[src/rtl/rwu_wake_pkg.sv]
package rwu_wake_pkg;

    typedef enum logic [1:0] {
        RS_IDLE  = 2'd0,
        RS_DRIVE = 2'd1,
        RS_DONE  = 2'd2
    } rs_state_t;

    typedef enum logic [1:0] {
        OS_RUN   = 2'd0,
        OS_STOP  = 2'd1,
        OS_START = 2'd2,
        OS_WOKE  = 2'd3
    } os_state_t;

    typedef struct packed {
        logic dp;
        logic dm;
    } bus_lvl_t;

    typedef struct packed {
        logic req;
        logic hosc_en;
        logic pwrdown;
    } sw_ctl_t;

    function automatic logic bus_is_j(bus_lvl_t b);
        return b.dp & ~b.dm;
    endfunction

endpackage

[src/rtl/rwu_idle_timer.sv]
module rwu_idle_timer
    import rwu_wake_pkg::*;
#(
    parameter int IDLE_CYC = 60000
) (
    input  logic     clk,
    input  logic     rst,
    input  bus_lvl_t bus,
    output logic     idle_ok
);
    localparam int CW = $clog2(IDLE_CYC + 1);
    localparam logic [CW-1:0] IDLE_MAX = CW'(IDLE_CYC);

    logic [CW-1:0] idle_cnt;

    always_ff @(posedge clk) begin
        if (rst) begin
            idle_cnt <= '0;
        end else if (!bus_is_j(bus)) begin
            idle_cnt <= '0;
        end else if (idle_cnt != IDLE_MAX) begin
            idle_cnt <= idle_cnt + 1'b1;
        end
    end

    assign idle_ok = (idle_cnt == IDLE_MAX);

    // a non-J sample leaves the bus not-idle on the next cycle
    p_idle_restart_r2: assert property (@(posedge clk) disable iff (rst)
        !bus_is_j(bus) |=> !idle_ok);

endmodule

[src/rtl/rwu_resume_fsm.sv]
module rwu_resume_fsm
    import rwu_wake_pkg::*;
#(
    parameter int RESUME_CYC = 120000
) (
    input  logic clk,
    input  logic rst,
    input  logic req,
    input  logic idle_ok,
    input  logic clk_ok,
    input  logic irq_wr,
    input  logic irq_wdata,
    output logic drv,
    output logic busy,
    output logic irq
);
    localparam int DW = $clog2(RESUME_CYC + 1);
    localparam logic [DW-1:0] DRV_LAST = DW'(RESUME_CYC - 1);

    rs_state_t     st;
    logic [DW-1:0] dcnt;
    logic          start, finish;

    assign start  = (st == RS_IDLE) && req && idle_ok && clk_ok;
    assign finish = (st == RS_DRIVE) && (dcnt == DRV_LAST);

    always_ff @(posedge clk) begin
        if (rst) begin
            st   <= RS_IDLE;
            dcnt <= '0;
        end else begin
            case (st)
                RS_IDLE: begin
                    dcnt <= '0;
                    if (start) st <= RS_DRIVE;
                end
                RS_DRIVE: begin
                    dcnt <= dcnt + 1'b1;
                    if (finish) st <= RS_DONE;
                end
                RS_DONE: begin
                    dcnt <= '0;
                    if (!req) st <= RS_IDLE;
                end
                default: st <= RS_IDLE;
            endcase
        end
    end

    always_ff @(posedge clk) begin
        if (rst)                    irq <= 1'b0;
        else if (finish)            irq <= 1'b1;
        else if (irq_wr && irq_wdata) irq <= 1'b0;
    end

    assign drv  = (st == RS_DRIVE);
    assign busy = drv;

    // a drive begins only with idle bus, running clock and a request
    p_start_gated_r2: assert property (@(posedge clk) disable iff (rst)
        $rose(drv) |-> $past(idle_ok && clk_ok && req));
    // drive holds until its final count
    p_drv_len_r3: assert property (@(posedge clk) disable iff (rst)
        (drv && dcnt != DRV_LAST) |=> drv);
    // end of drive raises the flag
    p_irq_on_end_r4: assert property (@(posedge clk) disable iff (rst)
        $fell(drv) |-> irq);
    // a held request after completion starts nothing
    p_no_retrigger_r5: assert property (@(posedge clk) disable iff (rst)
        (st == RS_DONE && req) |=> !drv);

endmodule

[src/rtl/rwu_osc_ctrl.sv]
module rwu_osc_ctrl
    import rwu_wake_pkg::*;
#(
    parameter int STABLE_CYC = 24000
) (
    input  logic clk,
    input  logic rst,
    input  logic dp,
    input  logic pwrdown,
    input  logic hosc_en,
    input  logic drv_busy,
    input  logic osc_ready,
    output logic osc_en,
    output logic osc_run,
    output logic host_wake
);
    localparam int SW = $clog2(STABLE_CYC + 1);
    localparam logic [SW-1:0] STAB_LAST = SW'(STABLE_CYC - 1);

    os_state_t     os;
    logic [SW-1:0] scnt;
    logic          dp_q, dp_fall;

    assign dp_fall = dp_q & ~dp;

    always_ff @(posedge clk) begin
        if (rst) dp_q <= 1'b0;
        else     dp_q <= dp;
    end

    always_ff @(posedge clk) begin
        if (rst) begin
            os   <= OS_RUN;
            scnt <= '0;
        end else begin
            case (os)
                OS_RUN: begin
                    scnt <= '0;
                    if (pwrdown && !drv_busy) os <= OS_STOP;
                end
                OS_STOP: begin
                    scnt <= '0;
                    if (!pwrdown)                os <= OS_RUN;
                    else if (hosc_en && dp_fall) os <= OS_START;
                end
                OS_START: begin
                    scnt <= scnt + 1'b1;
                    if (osc_ready || scnt == STAB_LAST) os <= OS_WOKE;
                end
                OS_WOKE: begin
                    scnt <= '0;
                    if (!pwrdown) os <= OS_RUN;
                end
                default: os <= OS_RUN;
            endcase
        end
    end

    assign osc_en    = (os != OS_STOP);
    assign osc_run   = (os == OS_RUN);
    assign host_wake = (os == OS_WOKE);

    // unarmed wake path ignores bus activity
    p_unarmed_ignored_r8: assert property (@(posedge clk) disable iff (rst)
        (os == OS_STOP && pwrdown && !hosc_en) |=> (os == OS_STOP));
    // ready input ends the wait at once
    p_ready_wakes_r9: assert property (@(posedge clk) disable iff (rst)
        (os == OS_START && osc_ready) |=> host_wake);
    // an active drive keeps the oscillator running
    p_hold_for_drive_r11: assert property (@(posedge clk) disable iff (rst)
        (os == OS_RUN && drv_busy) |=> osc_en);
    // after host wake the clock stays on until power-down clears
    p_woke_keeps_clk_r10: assert property (@(posedge clk) disable iff (rst)
        (host_wake && pwrdown) |=> osc_en);

endmodule

[src/rtl/rwu_wake_seq.sv]
module rwu_wake_seq
    import rwu_wake_pkg::*;
#(
    parameter int IDLE_CYC   = 60000,   // 5 ms at 12 MHz
    parameter int RESUME_CYC = 120000,  // 10 ms at 12 MHz
    parameter int STABLE_CYC = 24000    // 2 ms at 12 MHz
) (
    input  logic clk,
    input  logic rst,
    input  logic bus_dp,
    input  logic bus_dm,
    input  logic sw_rwu_req,
    input  logic sw_hosc_en,
    input  logic sw_pwrdown,
    input  logic irq_wr,
    input  logic irq_wdata,
    input  logic osc_ready,
    output logic resume_drv,
    output logic rwu_done_irq,
    output logic osc_en,
    output logic host_wake
);
    bus_lvl_t bus;
    sw_ctl_t  ctl;
    logic     idle_ok, drv_busy, osc_run, clk_ok;

    assign bus    = '{dp: bus_dp, dm: bus_dm};
    assign ctl    = '{req: sw_rwu_req, hosc_en: sw_hosc_en, pwrdown: sw_pwrdown};
    assign clk_ok = osc_run & ~ctl.pwrdown;

    rwu_idle_timer #(.IDLE_CYC(IDLE_CYC)) u_idle (
        .clk     (clk),
        .rst     (rst),
        .bus     (bus),
        .idle_ok (idle_ok)
    );

    rwu_resume_fsm #(.RESUME_CYC(RESUME_CYC)) u_resume (
        .clk       (clk),
        .rst       (rst),
        .req       (ctl.req),
        .idle_ok   (idle_ok),
        .clk_ok    (clk_ok),
        .irq_wr    (irq_wr),
        .irq_wdata (irq_wdata),
        .drv       (resume_drv),
        .busy      (drv_busy),
        .irq       (rwu_done_irq)
    );

    rwu_osc_ctrl #(.STABLE_CYC(STABLE_CYC)) u_osc (
        .clk       (clk),
        .rst       (rst),
        .dp        (bus.dp),
        .pwrdown   (ctl.pwrdown),
        .hosc_en   (ctl.hosc_en),
        .drv_busy  (drv_busy),
        .osc_ready (osc_ready),
        .osc_en    (osc_en),
        .osc_run   (osc_run),
        .host_wake (host_wake)
    );

    // resume signalling never runs with the oscillator stopped
    p_drv_clocked_r11: assert property (@(posedge clk) disable iff (rst)
        resume_drv |-> osc_en);
    // writing zero leaves the flag set
    p_w0_noeffect_r6: assert property (@(posedge clk) disable iff (rst)
        (rwu_done_irq && irq_wr && !irq_wdata) |=> rwu_done_irq);

endmodule

[config.mk]
export PLATFORM = sky130hd
export DESIGN_NAME = rwu_wake_seq
export DESIGN_NICKNAME = d
export VERILOG_FILES = /design/src/rtl/rwu_wake_pkg.sv /design/src/rtl/rwu_idle_timer.sv /design/src/rtl/rwu_resume_fsm.sv /design/src/rtl/rwu_osc_ctrl.sv /design/src/rtl/rwu_wake_seq.sv
export SDC_FILE = /design/constraint.sdc
export NUM_CORES = 1
export LEC_CHECK = 0
export CAP_MARGIN = 40
export CORE_MARGIN = 3
export CORE_UTILIZATION = 51
export CTS_CLUSTER_SIZE = 25
export DETAILED_ROUTE_END_ITERATION = 8
export HOLD_SLACK_MARGIN = 0.06
export MAX_ROUTING_LAYER = met4
export PLACE_DENSITY = 0.74
export SLEW_MARGIN = 20
export SYNTH_ARGS = -nofsm -noshare
export SYNTH_HDL_FRONTEND = slang
export SYNTH_SLANG_ARGS = --single-unit
[constraint.sdc]
create_clock -name clk -period 2.4 [get_ports clk]
set_clock_uncertainty 0.15 [all_clocks]
set_input_delay 0.48 -clock clk [delete_from_list [all_inputs] [get_ports clk]]
set_output_delay 0.48 -clock clk [all_outputs]
set_load 0.1 [all_outputs]
==> results of run 1 <==
power by group through the flow:
stage	Clock, W	Combinational, W	Sequential (W)
5_1_grt	0.000569	0.0000801	0.000914
4_1_cts	0.000528	0.0000741	0.000912
3_5_place_dp	0	0.0000737	0.000933
2_1_floorplan	0	0.0000529	0.000925
3_3_place_gp	0	0.0000732	0.000933
6_report	0.000509	0.0000734	0.000912
synth_stat cells, drive strengths merged:
library cell	number	area share
clkbuf	6	0.0090
nor2	42	0.064
a21oi	14	0.028
nand3b	3	0.0090
o311ai	1	0.0035
dfxtp	54	0.43
and4b	1	0.0040
a31oi	1	0.0025
o31ai	2	0.0060
nand2b	6	0.015
or3b	1	0.0035
or4	3	0.010
or2	2	0.0050
xnor2	29	0.10
ha	4	0.020
mux2i	2	0.0080
nand4b	2	0.0070
nand3	16	0.038
nor2b	4	0.010
buf	4	0.0085
nand2	17	0.025
and3	2	0.0050
nor4bb	1	0.0040
o21ai	6	0.012
or3	8	0.022
nor3	9	0.018
nor4	19	0.053
and2	1	0.0025
inv	11	0.016
a31o	1	0.0035
a21o	1	0.0030
nand4	11	0.027
xor2	6	0.021
or4bb	1	0.0045
cells by family (layout without fill, tap and decap cells):
logic type | count (synthesis) | in the layout
simple gates | 149 | 149
flops | 54 | 54
xor+xnor | 35 | 35
compound gates | 26 | 26
buf+inv | 21 | 35
fa+ha+maj | 4 | 4
mux | 2 | 2
worst min path at each step:
stage,start,endpoint,slack [ps],cells past startpoint
floorplan,u_osc.scnt[0]$_SDFF_PP0_,u_osc.scnt[0]$_SDFF_PP0_,280,1
CTS,u_resume.irq$_SDFFE_PP0P_,u_resume.irq$_SDFFE_PP0P_,310,2
finish,u_osc.scnt[0]$_SDFF_PP0_,u_osc.scnt[0]$_SDFF_PP0_,320,1
global route,u_resume.irq$_SDFFE_PP0P_,u_resume.irq$_SDFFE_PP0P_,340,2
global placement,u_osc.scnt[0]$_SDFF_PP0_,u_osc.scnt[0]$_SDFF_PP0_,290,1
detailed placement,u_resume.irq$_SDFFE_PP0P_,u_resume.irq$_SDFFE_PP0P_,300,2
registers in the layout, summed over array words and instances, names as in the netlist, named ones only:
| signal | flops |
|---|---|
| u_osc.scnt | 15 |
| u_resume.st | 2 |
| u_resume.dcnt | 17 |
| u_resume.irq | 1 |
| u_idle.idle_cnt | 16 |
| u_osc.dp_q | 1 |
| u_osc.os | 1 |
metal layers:
layer	global-route usage	share of wire
met4	0.0562	0.017
met2	0.272	0.46
met1	0.227	0.49
met3	0.0378	0.028
met5	-	0
critical path, stage by stage (launching register included):
cell and delay [ps]:
dfxtp_1 490, nand2b_1 210, inv_1 120, buf_12 180
per-stage QoR:
| stage | worst slack [ps] | instances | utilization | hold WS (ps) |
|---|---|---|---|---|
| 2_1_floorplan | 460 | 291 | - | 280 |
| 3_3_place_gp | 469 | 362 | 0.598 | 294 |
| 3_5_place_dp | 443 | 362 | 0.598 | 301 |
| 4_1_cts | 461 | 370 | 0.618 | 315 |
| 5_1_grt | 308 | 370 | 0.618 | 341 |
| 6_report | 468 | 370 | 0.618 | 321 |
layout make-up:
cell class / instances / area share
clock buffer: 7 / 0.0306
clock inverter: 1 / 0.00177
timing repair buffer: 16 / 0.0639
sequential: 54 / 0.383
tap: 65 / 0.0288
multi-input combinational: 216 / 0.477
inverter: 11 / 0.0146
==> impl_metrics.csv, run 1 <==
group,metric,value,unit
cells_and_area,seqCellArea,1080,µm²
worst_hold_path,hold_class,"flop to flop",
flow_run,cap_violations,0,
cells_and_area,layout_common_cells,"dfxtp_1 (54), nor2_1 (41), xnor2_1 (29)",
logic_synthesis,yosys_warnings,0,
cells_and_area,multi_input_area,1350,µm²
setup_path,crit_path_end_kind,"output port",
setup_path,start_kind,"flop",
sta,rsz0062_at_grt,"false",
logic_synthesis,yosys.area_share.simple,0.327,
global_routing,grt_pass1_vias,1899,
cells_and_area,nNetsFinal,318,
sta,setup_viol,0,
logic_synthesis,yosysSeqAreaShare,0.430,
cells_and_area,num_antenna_cells,0,
place,numPortBuffers,13,
pwr,max-vdd-ir-drop,0.478,mV
detailed_routing,wl_per_cell,12.8,µm
global_routing,antenna_found_initial,0,
global_routing,grtUsageTotal,0.175,
pwr,swShare,0.219,
cells_and_area,drive_above_1_share,0.0820,
logic_synthesis,netlist_area,2510,µm²
cells_and_area,area_delta_synth_final,12.3,%
cells_and_area,fin_area,2820,µm²
setup_path,arrival,1300,ps
sta,worstMarginPinSlew,521,ps
clocking,cts_resized,0,
detailed_routing,vias_per_cell,5.46,
sta,setup_tns,0,ps
cells_and_area,nFillCells,415,
logic_synthesis,ys_seq_elements,54,
setup_path,setup.worst_path.end,"resume_drv",
die,die_height,76.2,µm
clocking,root_buffer,"clkbuf_8",
detailed_routing,drc,0,
sta,finalHoldViolCount,0,
pwr,seqPwrFrac,0.610,
die,die_w,76.2,µm
sta,drv_slew,0,
pwr,p_int,0.00117,W
cells_and_area,final_common_cell,"dfxtp_1",
global_routing,grt_pass1_wl,8.36,mm
clocking,clockBufferDepth,2,
detailed_routing,drtIter0Drc,77,
clocking,cts_setup_buffers,0,
logic_synthesis,syn_inst,291,
logic_synthesis,syn_area_per_cell,8.63,µm²
status,run_status,"complete, no violations",
setup_path,critical_path_class,"flop to output port",
pwr,p_comb_frac,0.049,
setup_path,r2r_end,"u_resume.dcnt[15]$_SDFFE_PP0P_",
logic_synthesis,synth_compound_area_frac,0.0583,
clocking,clkTransAtPathRegs,90,ps
setup_path,rr_worst_depth,4,
place,place_hpwl,3.42,mm
clocking,h-tree-depth,2,
sta,fmax,0.517,GHz
clocking,cts_hold_buffers,0,
global_routing,gr-total-overflow,0,
setup_path,path_max_fanout,9,
clocking,numClockSinks,54,
setup_path,cp-startpoint,"u_resume.st[1]$_SDFFE_PP0P_",
pwr,p_switching,0.000328,W
pwr,leakagePower,0.790,nW
clocking,clock_latency,300,ps
detailed_routing,routed_wl,4.74,mm
sta,slew-limit-headroom,0.650,
die,coreArea,4560,µm²
sta,post-route-period-util,0.805,
die,io_pins,14,
place,place.gp.congestion,0.886,
sta,finalCriticalPeriod,1930,ps
clocking,numCtsBuffers,5,
logic_synthesis,synthMuxAreaShare,0.00797,
logic_synthesis,synth-xor-area-share,0.122,
die,rows,24,
detailed_routing,dr_total_vias,2020,
logic_synthesis,syn-num-nets,305,
detailed_routing,antenna_left,0,
logic_synthesis,synthAdderAreaFrac,0.0199,
global_routing,grt_max_degree,17,
setup_path,worstReg2RegStart,"u_resume.dcnt[3]$_SDFFE_PP0P_",
pwr,clock_power_share,0.341,
die,dieArea,5800,µm²
setup_path,cp.required,1770,ps
pwr,p_per_area,530,nW/µm²
logic_synthesis,synth_top_family_by_area,"simple AND/OR/NAND/NOR gates",
logic_synthesis,ys_types,41,
detailed_routing,drtPass1Iterations,5,
die,initial_core_util,0.550,
clocking,cts_tree,"yes",
setup_path,r2r_setup_slack,510,ps
pwr,p_total,0.00149,W
place,placed_area,2730,µm²
Power figures use the tool's default switching activity.
==> inputs of run 2 (changes only) <==
==> constraint.sdc (replaced) <==
create_clock -name clk -period 1.9 [get_ports clk]
set_clock_uncertainty 0.15 [all_clocks]
set_input_delay 0.38 -clock clk [delete_from_list [all_inputs] [get_ports clk]]
set_output_delay 0.38 -clock clk [all_outputs]
set_load 0.1 [all_outputs]
==> run 2 against run 1 <==
Net effect:
- sequential power rose by 26%
- sequential share of layout area fell by 1.9 points
- die area did not move
- routed wire length fell by 0.78%
- critical endpoint unchanged
- via count rose by 3.6%
- worst hold slack got worse by 32 ps
- largest power group unchanged
- register-to-register slack got worse by 410 ps
- global-route usage rose by 0.17 points
- final area rose by 5.3%
- clock power rose by 17%
- critical path type unchanged
==> impl_metrics.csv, run 2 (synthesis gave the netlist of run 1 again) <==
group,metric,value,unit
status,run_status,"complete, no violations",
detailed_routing,drtIter0Drc,62,
clocking,clockBufferDepth,2,
pwr,p_comb_frac,0.061,
pwr,max-vdd-ir-drop,0.368,mV
place,place.gp.congestion,0.854,
sta,worstMarginPinSlew,478,ps
die,dieArea,5800,µm²
sta,finalCriticalPeriod,1810,ps
sta,finalHoldViolCount,0,
clocking,cts_resized,0,
setup_path,cp.required,1370,ps
place,preCtsSetupSlack,90.7,ps
pwr,clock_power_share,0.320,
cells_and_area,final_common_cell,"dfxtp_1",
worst_hold_path,hold_class,"flop to flop",
pwr,p_int,0.00144,W
setup_path,arrival,1280,ps
flow_run,cap_violations,0,
detailed_routing,routed_wl,4.70,mm
setup_path,start_kind,"flop",
clocking,clock_latency,300,ps
cells_and_area,area_delta_synth_final,18.2,%
die,coreArea,4560,µm²
detailed_routing,drc,0,
die,initial_core_util,0.550,
pwr,seqPwrFrac,0.618,
global_routing,grt_pass1_vias,2018,
sta,slew-limit-headroom,0.677,
pwr,swShare,0.224,
clocking,numCtsBuffers,5,
cells_and_area,layout.cells.non_filler,386,
global_routing,grt_max_degree,18,
die,die_w,76.2,µm
sta,setup_viol,0,
setup_path,crit_path_end_kind,"output port",
setup_path,critical_path_class,"flop to output port",
cells_and_area,nNetsFinal,335,
pwr,p_per_area,625,nW/µm²
detailed_routing,antenna_left,0,
pwr,leakagePower,0.869,nW
clocking,root_buffer,"clkbuf_8",
cells_and_area,num_antenna_cells,0,
cells_and_area,layout_common_cells,"dfxtp_1 (53), nor2_1 (41), xnor2_1 (29)",
sta,drv_slew,0,
global_routing,grt_pass1_wl,8.42,mm
detailed_routing,dr_total_vias,2092,
clocking,clkTransAtPathRegs,90,ps
global_routing,antenna_found_initial,0,
place,numPortBuffers,13,
clocking,numClockSinks,54,
sta,post-route-period-util,0.953,
sta,hold-worst-slack,289,ps
clocking,cts_tree,"yes",
cells_and_area,drive_above_1_share,0.143,
sta,layout_setup_ws,89.2,ps
cells_and_area,fin_area,2970,µm²
die,die_height,76.2,µm
cells_and_area,final_util,0.650,
clocking,h-tree-depth,2,
place,placed_area,2880,µm²
detailed_routing,wl_per_cell,12.2,µm
cells_and_area,largest_register_ffs,17,
detailed_routing,drtPass1Iterations,4,
die,io_pins,14,
global_routing,gr-total-overflow,0,
global_routing,grtUsageTotal,0.176,
pwr,p_switching,0.000416,W
place,place_hpwl,3.50,mm
setup_path,path_max_fanout,10,
sta,fmax,0.552,GHz
clocking,cts_setup_buffers,0,
die,rows,24,
cells_and_area,top_register,"u_resume.dcnt",
place,place.detailed.instances,379,
detailed_routing,vias_per_cell,5.42,
clocking,cts_hold_buffers,0,
cells_and_area,largestRegisters,"u_resume.dcnt (17), u_idle.idle_cnt (16), u_osc.scnt (15)",
==> run 2: cell count changes in the layout (fill, tap and decap cells not counted), sizes merged <==
cell / delta
clkbuf: -2
clkinv: +1
buf: +17
==> run 2: critical path: stages, from the launching register on <==
cell and delay (ps):
dfxtp_1 330, buf_4 160, nand2b_1 180, inv_2 120, buf_12 180
==> run 2: final timing paths <==
kind                            cells past startpoint  slack, ps                               to                             start
worst min register to register                      1        290         u_osc.scnt[0]$_SDFF_PP0_          u_osc.scnt[0]$_SDFF_PP0_
worst min-delay path                                1        290         u_osc.scnt[0]$_SDFF_PP0_          u_osc.scnt[0]$_SDFF_PP0_
worst max-delay path                                4         90                       resume_drv       u_resume.st[1]$_SDFFE_PP0P_
worst max register to register                      4        100  u_idle.idle_cnt[1]$_SDFFE_PP0N_  u_idle.idle_cnt[11]$_SDFFE_PP0N_
==> run 2: layer usage <==
metal | wire length (µm) | share of wire | vias up | GRT usage
met2 | 2320 | 0.49 | 26 | 0.293
met3 | 133 | 0.028 | 2 | 0.0390
met1 | 2230 | 0.47 | 981 | 0.213
li1 | - | - | 1083 | -
met4 | 25 | 0.0053 | 0 | 0.0562
met5 | 0 | 0 | - | -
==> run 2: layout make-up <==
type	instances	area, µm²
fillers	378	1600
multi-input cells	216	1350
flip-flops and latches	54	1080
repair buffers	33	333
well taps	65	81.3
clock buffers	5	68.8
inverters	11	41.3
clock inverters	2	10.0
==> run 2: power by group through the flow <==
stage / combinational (W) / sequential [W] / clock, W
floorplan: 0.0000669 / 0.00117 / 0
global placement: 0.000113 / 0.00117 / 0
detailed placement: 0.000114 / 0.00117 / 0
finish: 0.000114 / 0.00115 / 0.000595
CTS: 0.000114 / 0.00115 / 0.000622
global route: 0.000122 / 0.00115 / 0.000654
==> run 2: metrics by stage <==
stage	setup TNS (ps)	power, W
floorplan	0	0.00123
global placement	0	0.00129
detailed placement	0	0.00129
CTS	0	0.00188
global route	-0.0744	0.00193
finish	0	0.00186
